==> src/rtl/spi_rd_pkg.sv <==
package spi_rd_pkg;

    // Instruction codes accepted by the front-end
    localparam logic [7:0] OPC_READ = 8'h03;
    localparam logic [7:0] OPC_FAST = 8'h0B;

    // Frame phases; ST_OPC must stay at zero (reset value)
    typedef enum logic [2:0] {
        ST_OPC   = 3'd0,
        ST_ADDR  = 3'd1,
        ST_DUMMY = 3'd2,
        ST_DATA  = 3'd3,
        ST_IGN   = 3'd4
    } rd_state_e;

endpackage

==> src/rtl/spi_rd_sync.sv <==
module spi_rd_sync #(
    parameter int             W      = 4,
    parameter int             STAGES = 2,
    parameter logic [W-1:0]   RST    = '0
) (
    input  logic         clk,
    input  logic         rst_n,
    input  logic [W-1:0] din,
    output logic [W-1:0] dout
);

    logic [W-1:0] stage_q [STAGES];

    for (genvar i = 0; i < STAGES; i++) begin : g_stage
        logic [W-1:0] stage_d;
        if (i == 0) begin : g_first
            assign stage_d = din;
        end else begin : g_next
            assign stage_d = stage_q[i-1];
        end
        always_ff @(posedge clk or negedge rst_n) begin
            if (!rst_n) stage_q[i] <= RST;
            else        stage_q[i] <= stage_d;
        end
    end

    assign dout = stage_q[STAGES-1];

endmodule

==> src/rtl/spi_rd_pattern.sv <==
module spi_rd_pattern #(
    parameter int            AW   = 17,
    parameter int            DW   = 8,
    parameter logic [DW-1:0] SEED = 8'h3C
) (
    input  logic [AW-1:0] addr,
    output logic [DW-1:0] data
);

    localparam int NCH = (AW + DW - 1) / DW;
    localparam int PW  = NCH * DW;

    logic [PW-1:0] padded;
    assign padded = PW'(addr);

    // Each byte lane of the address folds into the seed value
    always_comb begin
        data = SEED;
        for (int i = 0; i < NCH; i++) begin
            data = data ^ padded[i*DW +: DW];
        end
    end

endmodule

==> src/rtl/spi_rd_ctrl.sv <==
module spi_rd_ctrl
    import spi_rd_pkg::*;
#(
    parameter int AW = 17,
    parameter int DW = 8
) (
    input  logic          clk,
    input  logic          rst_n,
    input  logic          sck,
    input  logic          desel,
    input  logic          mosi,
    input  logic          hold_n,
    input  logic [DW-1:0] rdata,
    output logic [AW-1:0] rd_addr,
    output logic          miso_o,
    output logic          oe_o,
    output logic          hold_o,
    output rd_state_e     st_o
);

    localparam int SRW      = AW - 1;
    localparam int CW       = 5;
    localparam int BW       = $clog2(DW);
    localparam int OPC_BITS = 8;
    localparam int ADR_BITS = 24;
    localparam int DMY_BITS = 8;

    typedef struct packed {
        rd_state_e        st;
        logic [CW-1:0]    cnt;
        logic [SRW-1:0]   sr;
        logic             fast;
        logic [AW-1:0]    addr;
        logic             sck_prev;
        logic             hold;
        logic             miso;
        logic             oe;
    } ctrl_s;

    ctrl_s q, d;

    logic          rise, fall;
    logic [AW-1:0] full;

    always_comb begin
        d    = q;
        rise = sck & ~q.sck_prev;
        fall = ~sck & q.sck_prev;
        full = {q.sr, mosi};
        d.sck_prev = sck;

        if (desel) begin
            d.st   = ST_OPC;
            d.cnt  = '0;
            d.oe   = 1'b0;
            d.hold = 1'b0;
        end else begin
            // pause entry and exit only with the serial clock low
            if (!q.hold && !hold_n && !sck)     d.hold = 1'b1;
            else if (q.hold && hold_n && !sck)  d.hold = 1'b0;

            if (!q.hold && rise) begin
                case (q.st)
                    ST_OPC: begin
                        d.sr = {q.sr[SRW-2:0], mosi};
                        if (q.cnt == CW'(OPC_BITS - 1)) begin
                            d.cnt = '0;
                            if (full[7:0] == OPC_READ) begin
                                d.st   = ST_ADDR;
                                d.fast = 1'b0;
                            end else if (full[7:0] == OPC_FAST) begin
                                d.st   = ST_ADDR;
                                d.fast = 1'b1;
                            end else begin
                                d.st   = ST_IGN;
                            end
                        end else begin
                            d.cnt = q.cnt + 1'b1;
                        end
                    end
                    ST_ADDR: begin
                        d.sr = {q.sr[SRW-2:0], mosi};
                        if (q.cnt == CW'(ADR_BITS - 1)) begin
                            d.cnt  = '0;
                            d.addr = full;
                            d.st   = q.fast ? ST_DUMMY : ST_DATA;
                        end else begin
                            d.cnt = q.cnt + 1'b1;
                        end
                    end
                    ST_DUMMY: begin
                        if (q.cnt == CW'(DMY_BITS - 1)) begin
                            d.cnt = '0;
                            d.st  = ST_DATA;
                        end else begin
                            d.cnt = q.cnt + 1'b1;
                        end
                    end
                    default: ;
                endcase
            end

            if (!q.hold && fall && q.st == ST_DATA) begin
                d.miso = rdata[BW'(DW - 1) - q.cnt[BW-1:0]];
                d.oe   = 1'b1;
                if (q.cnt[BW-1:0] == BW'(DW - 1)) begin
                    d.cnt  = '0;
                    d.addr = q.addr + 1'b1;
                end else begin
                    d.cnt = q.cnt + 1'b1;
                end
            end
        end
    end

    always_ff @(posedge clk or negedge rst_n) begin
        if (!rst_n) q <= '0;
        else        q <= d;
    end

    assign rd_addr = q.addr;
    assign miso_o  = q.miso;
    assign oe_o    = q.oe & ~q.hold;
    assign hold_o  = q.hold;
    assign st_o    = q.st;

endmodule

==> src/rtl/spi_flash_rd.sv <==
module spi_flash_rd
    import spi_rd_pkg::*;
#(
    parameter int AW          = 17,
    parameter int DW          = 8,
    parameter int SYNC_STAGES = 2
) (
    input  logic clk,
    input  logic rst_n,
    input  logic sck,
    input  logic cs_n,
    input  logic si,
    input  logic hold_n,
    output logic so,
    output logic so_oe
);

    localparam int NPIN = 4;
    // pin order {sck, cs_n, si, hold_n}; idle: clock low, deselected, hold released
    localparam logic [NPIN-1:0] PIN_RST = 4'b0101;

    logic [NPIN-1:0] pins_s;
    logic            sck_s, cs_s, si_s, hold_s;
    logic [AW-1:0]   rd_addr;
    logic [DW-1:0]   rdata;
    logic            hold_act;
    rd_state_e       st;

    spi_rd_sync #(
        .W      (NPIN),
        .STAGES (SYNC_STAGES),
        .RST    (PIN_RST)
    ) u_sync (
        .clk   (clk),
        .rst_n (rst_n),
        .din   ({sck, cs_n, si, hold_n}),
        .dout  (pins_s)
    );

    assign {sck_s, cs_s, si_s, hold_s} = pins_s;

    spi_rd_pattern #(
        .AW (AW),
        .DW (DW)
    ) u_array (
        .addr (rd_addr),
        .data (rdata)
    );

    spi_rd_ctrl #(
        .AW (AW),
        .DW (DW)
    ) u_ctrl (
        .clk     (clk),
        .rst_n   (rst_n),
        .sck     (sck_s),
        .desel   (cs_s),
        .mosi    (si_s),
        .hold_n  (hold_s),
        .rdata   (rdata),
        .rd_addr (rd_addr),
        .miso_o  (so),
        .oe_o    (so_oe),
        .hold_o  (hold_act),
        .st_o    (st)
    );

endmodule

==> config.mk <==
export PLATFORM = sky130hd
export DESIGN_NAME = spi_flash_rd
export DESIGN_NICKNAME = d
export VERILOG_FILES = /design/src/rtl/spi_rd_pkg.sv /design/src/rtl/spi_rd_sync.sv /design/src/rtl/spi_rd_pattern.sv /design/src/rtl/spi_rd_ctrl.sv /design/src/rtl/spi_flash_rd.sv
export SDC_FILE = /design/constraint.sdc
export NUM_CORES = 1
export LEC_CHECK = 0
export BUFFER_PORTS_ARGS = -buffer_cell sky130_fd_sc_hd__buf_2
export CORE_AREA = 4 4 69 87
export CTS_CLUSTER_DIAMETER = 80
export DETAILED_ROUTE_END_ITERATION = 8
export DIE_AREA = 0 0 73 91
export GPL_TIMING_DRIVEN = 0
export PLACE_DENSITY = 0.66
export SLEW_MARGIN = 30
export SYNTH_ARGS = -nofsm -noshare
export SYNTH_HDL_FRONTEND = slang
export SYNTH_SLANG_ARGS = --single-unit
==> constraint.sdc <==
create_clock -name clk -period 5.4 [get_ports clk]
set_input_delay 0 -clock clk [delete_from_list [all_inputs] [get_ports clk]]
set_output_delay 0 -clock clk [all_outputs]
set_load 0.03 [all_outputs]
# Word level (Yosys, flattened, before mapping)
# Cells that the tools add are included.
totals:
  reg_bits: 54
  inputBits: 6
  out_inout_bits: 2
  elab_cells: 89
classes:
  addsub: 3
  order_cmp: 1
  n_eq_ne: 11
  n_mux: 29
  bitwise_logic: 10
  n_reduce_logical: 24
ops:
  columns: ["cell", "n"]
  rows:
  - ["$mux W17", 4]
  - ["$mux W42", 1]
  - ["$pmux W8 S3", 1]
  - ["$mux W5", 4]
  - ["$add A17 B1 Y17 const B", 1]
  - ["$mux W16", 1]
  - ["$mux W3", 5]
  - ["$mux W1", 11]
  - ["$reduce_and A5 Y1", 2]
  - ["$ne A3 B2 Y1 const B", 3]
  - ["$eq A8 B2 Y1 const B", 1]
  - ["$eq A8 B4 Y1 const B", 1]
  - ["$mux W8", 1]
  - ["$xor A8 B1 Y8", 1]
  - ["$xor A8 B8 Y8", 1]
  - ["$logic_and A1 B1 Y1", 7]
  - ["$eq A3 B2 Y1 const B", 2]
  - ["$reduce_bool A2 Y1", 3]
  - ["$reduce_bool A3 Y1", 2]
  - ["$add A5 B1 Y5 const B", 1]
  - ["$eq A5 B3 Y1 const B", 1]
  - ["$eq A5 B5 Y1 const B", 1]
  - ["$reduce_bool A5 Y1", 1]
  - ["$lt A3 B4 Y1 const B", 1]
  - ["other kinds (13)", 21]

# Depth between registers and ports, before layout
# Gate-level depths: netlist (run 1).
logic_depth:
  depth_word: 8
  mapped_depth: 7
  depth_no_buf: 6

# Hierarchy
# A second synthesis (run 1) with hierarchy kept.
hier_totals:
  cells_unflattened: 290
  area_unflattened_um2: 2989.1
modules_own_cells:
  columns: ["mod", "instances", "cells_per_inst", "area_per_inst_um2", "seq_area_each_um2"]
  rows:
  - ["spi_rd_ctrl", 1, 274, 2698.8, 1151.1]
  - ["spi_rd_sync", 1, 8, 205.2, 205.2]
  - ["spi_rd_pattern", 1, 8, 85.1, 0.0]

# Worst setup path after synthesis (run 1)
# No wires, ideal clock.
synth_timing:
  path_type: "register -> register"
  start: "register u_ctrl.q[3] (netlist name)"
  end: "register u_ctrl.q[21] (netlist name)"
  arrival_ns: 1.798
  t_required_ns: 5.272
  path_slack_ns: 3.474
  stages_incl_launch_ff: 7
  n_path_buf: 1
  cell_sequence: "dfrtp_1 -> nand2b_1 -> or3_4 -> or3_4 -> buf_6 -> nor3_2 -> mux2_1"
synth_via:
  elab_chain_len: 4
synth_lines:
  columns: ["element", "line", "rtl"]
  rows:
  - ["start: declaration", "spi_rd_ctrl.sv:40", "ctrl_s q, d;"]
  - ["start signal: assignment", "spi_rd_ctrl.sv:117", "if (!rst_n) q <= '0;"]
  - ["start signal: assignment", "spi_rd_ctrl.sv:118", "else q <= d;"]
  - ["$not A1 Y1", "spi_rd_ctrl.sv:47", "rise = sck & ~q.sck_prev;"]
  - ["$and A1 B1 Y1", "spi_rd_ctrl.sv:47", null]
  - ["$logic_and A1 B1 Y1", "spi_rd_ctrl.sv:62", "if (!q.hold && rise) begin"]
  - ["$reduce_and A5 Y1 (no line)", null, null]
# Every way passes these cells.
# A chain may end at the register's enable or synchronous reset.

# Worst setup path in the final report (run 1)
layout_timing:
  start: "register u_ctrl.q, in the netlist u_ctrl.st_o[2]"
  end: "register u_ctrl.q, in the netlist u_ctrl.rd_addr[5]"
layout_via:
  elab_chain_len: 5
layout_lines:
  columns: ["element", "line", "rtl"]
  rows:
  - ["$eq A3 B1 Y1", "spi_rd_ctrl.sv:63", "case (q.st)"]
  - ["$mux W17", "spi_rd_ctrl.sv:63", null]
  - ["$mux W42", "spi_rd_ctrl.sv:62", null]
  - ["$mux W17", "spi_rd_ctrl.sv:106", "if (q.cnt[BW-1:0] == BW'(DW - 1)) begin"]
  - ["$mux W17 (*)", "spi_rd_ctrl.sv:103", "if (!q.hold && fall && q.st == ST_DATA) begin"]
# Mark *: on every way between the ends. The rest lies on a longest branch, timed or not. The select of a mux whose other input is x is not followed.

==> results.py, run 1 <==
metrics = {
    "die": {
        "dieArea_um2": 6640,
        "ios": 8,
        "dieWidth_um": 73,
        "die_y_um": 91,
        "core_um2": 5120,
        "initial_utilization_pct": 52.8,
        "rows": 29,
    },
    "synth": {
        "syn_avg_cell_area_um2": 10.1,
        "ys_ff_latch": 54,
        "syn_nets": 276,
        "synthArstFlopShare_pct": 100,
        "synth-seq-area-share_pct": 50.2,
        "synth.distinct_cells": 46,
        "ys_warn_count": 0,
        "synth_top_family_by_area": "compound AO/OA/AOI/OAI gates",
        "synth-simple-area-share_pct": 15.3,
        "muxShareOfSynthArea_pct": 7.04,
        "mappedNetlistArea_um2": 2700,
        "syn_inst": 267,
        "synth-adder-area-share_pct": 1.39,
        "synth_flop_cell": "dfrtp_1",
        "synth_edf_count": 0,
        "synth_xor_area_share_pct": 3.24,
        "synth_compound_area_share_pct": 19.4,
    },
    "route": {
        "dr.pass1.iters": 4,
        "drtIter0Drc": 87,
        "ant_nets": 0,
        "finalWirelength_um": 5960,
        "vias": 2108,
        "drcViolationCount": 0,
        "viasPerCell": 6.04,
        "wire_per_inst_um": 17.1,
    },
    "clock_tree": {
        "max-clock-path-buffers": 2,
        "clkLatencyLatePin_ns": 0.31,
        "cts_buffers": 5,
        "ctsResizeCount": 0,
        "path_clk_slew_ns": 0.10,
        "cts.sinks": 54,
        "postCtsSetupBuffers": 0,
        "htreeDepth": 2,
        "cts_tree": "done",
        "cts-root-buf": "clkbuf_8",
    },
    "grt": {
        "antenna_found_initial": 0,
        "grt_remaining_overflow": 0,
        "grt_max_degree": 55,
        "grt_pass1_wl_um": 10200,
        "grt_pass1_vias": 2117,
        "grt_usage_pct": 19.5,
    },
    "placement": {
        "detailedPlacementHpwl_um": 4180,
        "gp_congestion": 0.837,
        "numPortBuffers": 7,
    },
    "setup_path": {
        "worst-setup-path-type": "reg -> reg",
        "crit_fanout": 8,
        "reg2reg_slack_ns": 3.15,
        "reg2reg_from": "u_ctrl.st_o[2]",
        "cp.arrival_ns": 2.47,
        "cp.required_ns": 5.62,
        "end_kind": "flip-flop",
        "startpoint_type": "flip-flop",
        "rr_worst_depth": 5,
        "worstReg2RegEnd": "u_ctrl.rd_addr[5]",
    },
    "timing": {
        "final.period_utilization_pct": 41.7,
        "final.setup_skew_ns": 0.0140,
        "finalSetupTns_ns": 0,
        "fmax_ghz": 0.444,
        "layout_min_cycle_time_ns": 2.25,
        "slew_violations": 0,
        "relSlewSlack_pct": 54.5,
        "tightest_slew_ns": 0.683,
        "setup_violations": 0,
        "rsz0062_at_grt": "false",
        "hold_violations": 0,
    },
    "outcome": {
        "status": "complete, no violations",
    },
    "layout": {
        "final_util_pct": 57.9,
        "diodes": 0,
        "area_growth_pct": 9.63,
        "final_common_cell": "dfrtp_1",
        "layout_common_cells": "dfrtp_1 (50), nand2_1 (26), o21ai_0 (22), a21oi_1 (19), nor2_1 (18)",
        "drive_above_1_share_pct": 14.6,
        "layout.nets": 295,
    },
    "min_path": {
        "min_path_type": "in -> async",
    },
    "power": {
        "total_power_uw": 756,
        "p_leak_uw": 0.00131,
        "vdd_drop_max_v": 0.000197,
        "powerDensity_nw_per_um2": 255,
    },
    "run": {
        "drv_cap": 0,
    },
}
where the power goes:
group	internal, uW	total (uW)	leakage [uW]	switching (uW)
registers	433	461	0.000718	28.3
clock network	103	234	0.0000472	130
logic	31.4	61.2	0.000540	29.8
cell families after synthesis:
kind of cell | Yosys count
flip-flops | 54
adder cells (fa/ha/maj) | 3
AO/OA/AOI/OAI | 82
AND/OR/NAND/NOR | 82
buffers and inverters | 20
multiplexers | 16
XOR/XNOR | 10
per-stage QoR:
step | instances | hold WS, ns | setup WS, ns | area [um^2]
6_report | 349 | 0.266 | 3.15 | 2960
4_1_cts | 349 | 0.288 | 3.18 | 2960
2_1_floorplan | 267 | -0.296 | 3.47 | 2700
3_5_place_dp | 336 | 0.0856 | 3.19 | 2820
5_1_grt | 349 | 0.345 | 3.03 | 2960
3_3_place_gp | 336 | 0.106 | 3.16 | 2820
critical path, cell delays in order, from the launching register on:
cell,delay (ns)
dfrtp_1,0.44
nor2_1,0.43
nand4_1,0.38
a21oi_1,0.55
o21ai_0,0.17
a22oi_1,0.19
metal layers:
metal | vias up | track usage, % | share of wire (%)
met4 | 0 | 6.15 | 1.6
li1 | 1009 | - | -
met5 | - | 0 | 0
met3 | 8 | 2.87 | 3.4
met2 | 45 | 32.7 | 50
met1 | 1046 | 25.5 | 44
registers in the layout, indices dropped and copies added, names as in the netlist:
| register | flops |
|---|---|
| u_ctrl.rd_addr | 17 |
| u_ctrl.full | 16 |
| u_ctrl.q | 8 |
| u_sync.dout | 4 |
| u_sync.g_stage.stage_d | 4 |
| u_ctrl.st_o | 3 |
| u_ctrl.hold_o | 1 |
| u_ctrl.miso_o | 1 |
Yosys cell counts (all sizes together) (2+ instances only):
library cell | instances | area, um^2
xor2 | 4 | 35.0
and3 | 4 | 25.0
a2bb2oi | 2 | 17.5
xnor2 | 6 | 52.6
nand2 | 26 | 97.6
nor2 | 18 | 67.6
o22ai | 10 | 62.6
buf | 4 | 32.5
nor2b | 2 | 12.5
inv | 11 | 41.3
clkbuf | 5 | 18.8
o2bb2a | 3 | 30.0
mux2 | 14 | 158
nand4 | 4 | 25.0
and3b | 2 | 17.5
a21oi | 19 | 95.1
o22a | 4 | 35.0
a21o | 2 | 15.0
dfstp | 4 | 105
o211ai | 6 | 45.0
o21ai | 22 | 110
a22oi | 4 | 30.0
ha | 3 | 37.5
nor3 | 3 | 25.0
nand3 | 15 | 75.1
or3 | 2 | 22.5
o32a | 3 | 30.0
dfrtp | 50 | 1250
worst max path at each step:
stage | slack [ns] | to | start
final | 3.15 | u_ctrl.rd_addr[5] | u_ctrl.st_o[2]
after global routing | 3.03 | u_ctrl.rd_addr[8] | u_ctrl.st_o[2]
after CTS | 3.18 | u_ctrl.rd_addr[5] | u_ctrl.q[39]
after detailed placement | 3.19 | u_ctrl.rd_addr[5] | u_ctrl.q[39]
after global placement | 3.16 | u_ctrl.rd_addr[5] | u_ctrl.q[39]
after floorplan | 3.47 | u_ctrl.q[21] | u_ctrl.q[3]
area by class of cell:
class / count / area (um^2)
Buffer: 9 / 51.3
Clock buffer: 6 / 82.6
Clock inverter: 2 / 12.5
Fill cell: 480 / 2150
Inverter: 11 / 41.3
Multi-Input combinational cell: 193 / 1250
Sequential cell: 54 / 1360
Tap cell: 62 / 77.6
Timing Repair Buffer: 12 / 87.6
what timing repair did:
item / CTS / global route
setup endpoints to repair: 0 / 0
endpoints found under the hold margin: 54 / 0
hold buffers: 5 / 0
Power figures use the tool's default switching activity.
==> run 2: changes to the inputs <==
--- a/config.mk
+++ b/config.mk
@@ -5,11 +5,12 @@
 export SDC_FILE = /design/constraint.sdc
 export NUM_CORES = 1
 export LEC_CHECK = 0
+export ABC_AREA = 1
 export BUFFER_PORTS_ARGS = -buffer_cell sky130_fd_sc_hd__buf_2
-export CORE_AREA = 4 4 69 87
+export CORE_AREA = 4 4 76 95
 export CTS_CLUSTER_DIAMETER = 80
 export DETAILED_ROUTE_END_ITERATION = 8
-export DIE_AREA = 0 0 73 91
+export DIE_AREA = 0 0 80 99
 export GPL_TIMING_DRIVEN = 0
 export PLACE_DENSITY = 0.66
 export SLEW_MARGIN = 30
==> constraint.sdc (replaced) <==
create_clock -name clk -period 2.3 [get_ports clk]
set_input_delay 0 -clock clk [delete_from_list [all_inputs] [get_ports clk]]
set_output_delay 0 -clock clk [all_outputs]
set_load 0.03 [all_outputs]
==> results.py, run 2 <==
metrics = {
    "clock_tree": {
        "clkLatencyLatePin_ns": 0.31,
        "cts.sinks": 54,
        "max-clock-path-buffers": 2,
        "htreeDepth": 2,
        "postCtsSetupBuffers": 0,
        "ctsResizeCount": 0,
        "cts_tree": "done",
        "cts_buffers": 5,
        "cts-root-buf": "clkbuf_8",
        "path_clk_slew_ns": 0.10,
    },
    "synth": {
        "ys_warn_count": 0,
        "synthDominantCellAreaShare_pct": 38.2,
        "synth_edf_count": 0,
        "syn_nets": 467,
        "syn_inst": 458,
        "yosysTopAreaCell": "dfrtp_1",
        "syn_avg_cell_area_um2": 7.15,
        "synth_flop_cell": "dfrtp_1",
        "mappedNetlistArea_um2": 3270,
        "post-synth-top-count-cell": "nand2_1",
        "synth.distinct_cells": 31,
        "synthArstFlopShare_pct": 100,
        "yosys-top-cells-area": "dfrtp_1 (38%), nand2_1 (19%), nand3_1 (11%)",
        "synth_common_cells": "nand2_1 (164), nand3_1 (74), dfrtp_1 (50)",
        "synth-seq-area-share_pct": 41.4,
        "ys_ff_latch": 54,
    },
    "power": {
        "vdd_drop_max_v": 0.000435,
        "powerDensity_nw_per_um2": 525,
        "p_leak_uw": 0.00174,
    },
    "grt": {
        "grt_pass1_wl_um": 13500,
        "grt_remaining_overflow": 0,
        "antenna_found_initial": 0,
        "grt_pass1_vias": 2847,
        "grt_usage_pct": 21.6,
        "grt_max_degree": 55,
    },
    "layout": {
        "seqCellArea_um2": 1360,
        "layout.nets": 486,
        "diodes": 0,
        "layout_common_cells": "nand2_1 (164), nand3_1 (74), dfrtp_1 (50), inv_1 (45), nor2_1 (38)",
        "multi_input_area_um2": 1630,
        "area_growth_pct": 9.63,
        "drive_above_1_share_pct": 11.9,
        "fillers": 615,
        "final_common_cell": "nand2_1",
        "largest_reg_flops": 17,
    },
    "route": {
        "vias": 2989,
        "ant_nets": 0,
        "viasPerCell": 5.31,
        "finalWirelength_um": 8000,
        "drtIter0Drc": 257,
        "drcViolationCount": 0,
        "wire_per_inst_um": 14.2,
        "dr.pass1.iters": 4,
    },
    "placement": {
        "gp_congestion": 0.908,
        "numPortBuffers": 7,
        "detailedPlacementHpwl_um": 5950,
    },
    "timing": {
        "holdWs_ns": 0.245,
        "setup_violations": 0,
        "hold_violations": 0,
        "final.period_utilization_pct": 82.6,
        "finalSetupTns_ns": 0,
        "relSlewSlack_pct": 53.8,
        "slew_violations": 0,
        "tightest_slew_ns": 0.692,
        "rsz0062_at_grt": "false",
        "final.setup_skew_ns": 0.00954,
        "fmax_ghz": 0.526,
        "layout_min_cycle_time_ns": 1.90,
    },
    "die": {
        "initial_utilization_pct": 52.4,
        "die_y_um": 99,
        "rows": 32,
        "dieWidth_um": 80,
        "ios": 8,
        "dieArea_um2": 7920,
        "core_um2": 6250,
    },
    "outcome": {
        "status": "complete, no violations",
    },
    "setup_path": {
        "cp.arrival_ns": 2.15,
        "crit_fanout": 10,
        "startpoint_type": "flip-flop",
        "reg2reg_slack_ns": 0.40,
        "cp.required_ns": 2.55,
        "worst-setup-path-type": "reg -> reg",
        "end_kind": "flip-flop",
    },
    "run": {
        "drv_cap": 0,
    },
    "min_path": {
        "min_path_type": "in -> async",
    },
}
run 2: per-layer routing:
layer,part of all wire [%],GRT usage [%],vias to the layer above
met5,0,0,-
met4,4.1,8.97,0
met3,3.1,2.83,23
met2,51,37.4,68
met1,42,26.8,1407
li1,-,-,1491
run 2: cells by family after synthesis:
family                     after synthesis  synth area share [%]
and+or+nand+nor                        303                  41.6
xor gates and xnor gates                 5                  1.34
AOI/OAI and AO/OA                       31                  5.73
DFF                                     54                  41.4
buffers and inverters                   62                  8.79
adders and majority gates                3                  1.15
run 2: through the flow:
step           power (uW)  instances  cell area (um^2)  utilization [%]  worst slack, ns
6_report             1890        563              3590             57.5            0.400
5_1_grt              1980        563              3590             57.5            0.256
4_1_cts              1910        563              3590             57.5            0.400
3_5_place_dp         1210        550              3420             54.7            0.441
3_3_place_gp         1200        550              3420             54.7            0.474
2_1_floorplan        1140        458              3270                -            0.777
run 2: cell type report:
type                       count  share of cell area [%]
timing repair buffer          12                    2.44
buffer                        17                    3.31
inverter                      45                    4.71
multi-input combinational    342                    45.4
tap                           85                    2.96
clock buffer                   6                    2.30
clock inverter                 2                    1.08
sequential                    54                    37.8
run 2: report_power, final:
part           internal (uW)  total (uW)  switching, uW  leakage [uW]
registers                996        1030           34.7      0.000719
logic                   51.5         165            113      0.000964
clock network            359         690            331     0.0000618
total                   1410        1890            479       0.00174
run 2: worst max-delay path: stages (launching register included):
cell     delay [ns]
dfrtp_1        0.51
ha_1           0.28
nand2_2        0.11
nor3_4         0.30
buf_4          0.24
nand3_1        0.15
nand3_1        0.12
nand3_1        0.06
o21ai_1        0.09
run 2: worst paths after layout:
| path | startpoint | to | depth (start not counted) |
|---|---|---|---|
| max | u_ctrl.q[38] | u_ctrl.rd_addr[7] | 8 |
| min | rst_n | u_ctrl.rd_addr[7] | 2 |
| max in group asynchronous | rst_n | u_ctrl.rd_addr[16] | 2 |
| min in group clk | si | u_sync.g_stage[1].stage_d[1] | 2 |
| max reg2reg | u_ctrl.q[38] | u_ctrl.rd_addr[7] | 8 |
| min reg2reg | u_sync.g_stage[1].stage_d[2] | u_sync.dout[2] | 0 |
run 2: what timing repair did:
| action | in CTS | in global routing |
|---|---|---|
| hold endpoints to repair | 54 | 0 |
| setup endpoints to repair | 0 | 0 |
| hold buffers | 5 | 0 |
==> run 3: changes to the inputs <==
--- a/config.mk
+++ b/config.mk
@@ -12,7 +12,7 @@
 export DETAILED_ROUTE_END_ITERATION = 8
 export DIE_AREA = 0 0 80 99
 export GPL_TIMING_DRIVEN = 0
-export PLACE_DENSITY = 0.66
+export PLACE_DENSITY = 0.69
 export SLEW_MARGIN = 30
 export SYNTH_ARGS = -nofsm -noshare
 export SYNTH_HDL_FRONTEND = slang
==> constraint.sdc (replaced) <==
create_clock -name clk -period 1.7 [get_ports clk]
set_input_delay 0 -clock clk [delete_from_list [all_inputs] [get_ports clk]]
set_output_delay 0 -clock clk [all_outputs]
set_load 0.03 [all_outputs]
==> results.py, run 3 (synthesis results as in run 2) <==
metrics = {
    "timing": {
        "tightest_slew_ns": 0.691,
        "rsz0062_at_grt": "true",
        "final.setup_skew_ns": 0.0180,
        "hold_violations": 0,
        "relSlewSlack_pct": 54.0,
        "holdWs_ns": 0.235,
        "fmax_ghz": 0.627,
        "final.period_utilization_pct": 93.8,
        "layout_min_cycle_time_ns": 1.59,
        "slew_violations": 0,
        "setup_violations": 0,
        "finalSetupTns_ns": 0,
    },
    "die": {
        "initial_utilization_pct": 52.4,
        "die_y_um": 99,
        "rows": 32,
        "ios": 8,
        "core_um2": 6250,
        "dieArea_um2": 7920,
        "dieWidth_um": 80,
    },
    "outcome": {
        "status": "complete, no violations",
    },
    "layout": {
        "final_util_pct": 59.1,
        "layout.nets": 494,
        "area_growth_pct": 12.8,
        "final_common_cell": "nand2_1",
        "drive_above_1_share_pct": 15.6,
        "layout_common_cells": "nand2_1 (163), nand3_1 (74), dfrtp_1 (47), inv_1 (44), nor2_1 (35)",
        "fillers": 589,
        "largest_reg_flops": 17,
        "fin_cells": 571,
        "diodes": 0,
    },
    "clock_tree": {
        "cts.sinks": 54,
        "clkLatencyLatePin_ns": 0.32,
        "max-clock-path-buffers": 2,
        "htreeDepth": 2,
        "path_clk_slew_ns": 0.12,
        "cts_buffers": 5,
        "cts-root-buf": "clkbuf_8",
        "cts_tree": "done",
    },
    "setup_path": {
        "worst-setup-path-type": "reg -> reg",
        "cp.required_ns": 1.92,
        "end_kind": "flip-flop",
        "worstReg2RegEnd": "u_ctrl.rd_addr[10]",
        "crit_fanout": 7,
        "rr_worst_depth": 9,
        "startpoint_type": "flip-flop",
        "cp.arrival_ns": 1.82,
        "reg2reg_from": "u_ctrl.hold_o",
        "worstSetupStartpoint": "u_ctrl.hold_o",
        "setup.worst_path.end": "u_ctrl.rd_addr[10]",
        "reg2reg_slack_ns": 0.11,
    },
    "route": {
        "drcViolationCount": 0,
        "finalWirelength_um": 8070,
        "wl_met2_um": 4180,
        "wl_met3_um": 225,
        "ant_nets": 0,
        "drtIter0Drc": 228,
        "wire_per_inst_um": 14.1,
        "top_layer_used": "met4",
        "vias": 3009,
        "wl_met1_um": 3460,
        "viasPerCell": 5.27,
        "dr.pass1.iters": 5,
    },
    "power": {
        "p_leak_uw": 0.00177,
        "vdd_drop_max_v": 0.000518,
        "powerDensity_nw_per_um2": 690,
        "total_power_uw": 2550,
    },
    "grt": {
        "grt_remaining_overflow": 0,
        "grt_pass1_vias": 2932,
        "grt_usage_pct": 21.9,
        "antenna_found_initial": 0,
        "grt_max_degree": 55,
        "grt_pass1_wl_um": 13600,
    },
    "placement": {
        "numPortBuffers": 7,
        "detailedPlacementHpwl_um": 5910,
        "gp_congestion": 0.934,
        "place_inst": 550,
    },
    "run": {
        "drv_cap": 0,
    },
    "min_path": {
        "min_path_type": "in -> async",
    },
}
==> run 3: metrics by stage <==
step	area, um^2	setup slack (ns)
after CTS	3620	0.00851
final	3690	0.106
after global routing	3690	-0.00156
after global placement	3420	-0.106
after floorplan	3270	0.177
after detailed placement	3420	-0.138
==> run 3: cell type report <==
type | count | area, um^2 | share of cell area (%)
multi-input combinational | 342 | 1670 | 45.3
sequential | 54 | 1360 | 36.8
inverter | 45 | 169 | 4.57
timing repair buffer | 20 | 145 | 3.93
buffer | 17 | 123 | 3.32
tap | 85 | 106 | 2.88
clock buffer | 5 | 68.8 | 1.86
clock inverter | 3 | 48.8 | 1.32
==> run 3: worst min-delay path by stage <==
stage            from                           end  slack (ns)
6_report        rst_n             u_ctrl.rd_addr[7]        0.23
5_1_grt         rst_n             u_ctrl.rd_addr[7]        0.31
4_1_cts         rst_n             u_ctrl.rd_addr[7]        0.28
3_5_place_dp    rst_n             u_ctrl.rd_addr[7]        0.09
3_3_place_gp   hold_n  u_sync.g_stage[1].stage_d[0]        0.11
2_1_floorplan   rst_n               u_ctrl.full[10]       -0.30
==> run 3: worst max-delay path, cell delays in order (launching register included) <==
cell	delay, ns
dfrtp_1	0.41
inv_1	0.08
nand2_1	0.10
nor2_1	0.14
nand2_2	0.11
nor2_4	0.22
buf_2	0.21
nand3_1	0.11
nand3_1	0.08
nand2_1	0.05
==> run 3: where the power goes <==
| group | switching (uW) | leakage (uW) | internal (uW) | total (uW) |
|---|---|---|---|---|
| Clock | 474 | 0.0000563 | 450 | 924 |
| Combinational | 157 | 0.00100 | 72.7 | 229 |
| Sequential | 47.1 | 0.000715 | 1350 | 1400 |
==> run 3: metal layers <==
layer	up-vias	track usage, %
li1	1511	-
met3	19	2.93
met1	1422	26.8
met5	-	0
met2	57	38.8
met4	0	7.67
==> run 3: timing repair <==
| action | 4_1_cts | 5_1_grt |
|---|---|---|
| gates resized for setup | 5 | 10 |
| setup buffers | 3 | 4 |
| endpoints found under the setup margin | 19 | 21 |
| hold buffers | 5 | 0 |
| pin swaps | 1 | 2 |
| cloned | 0 | 1 |
| hold endpoints to repair | 54 | 0 |
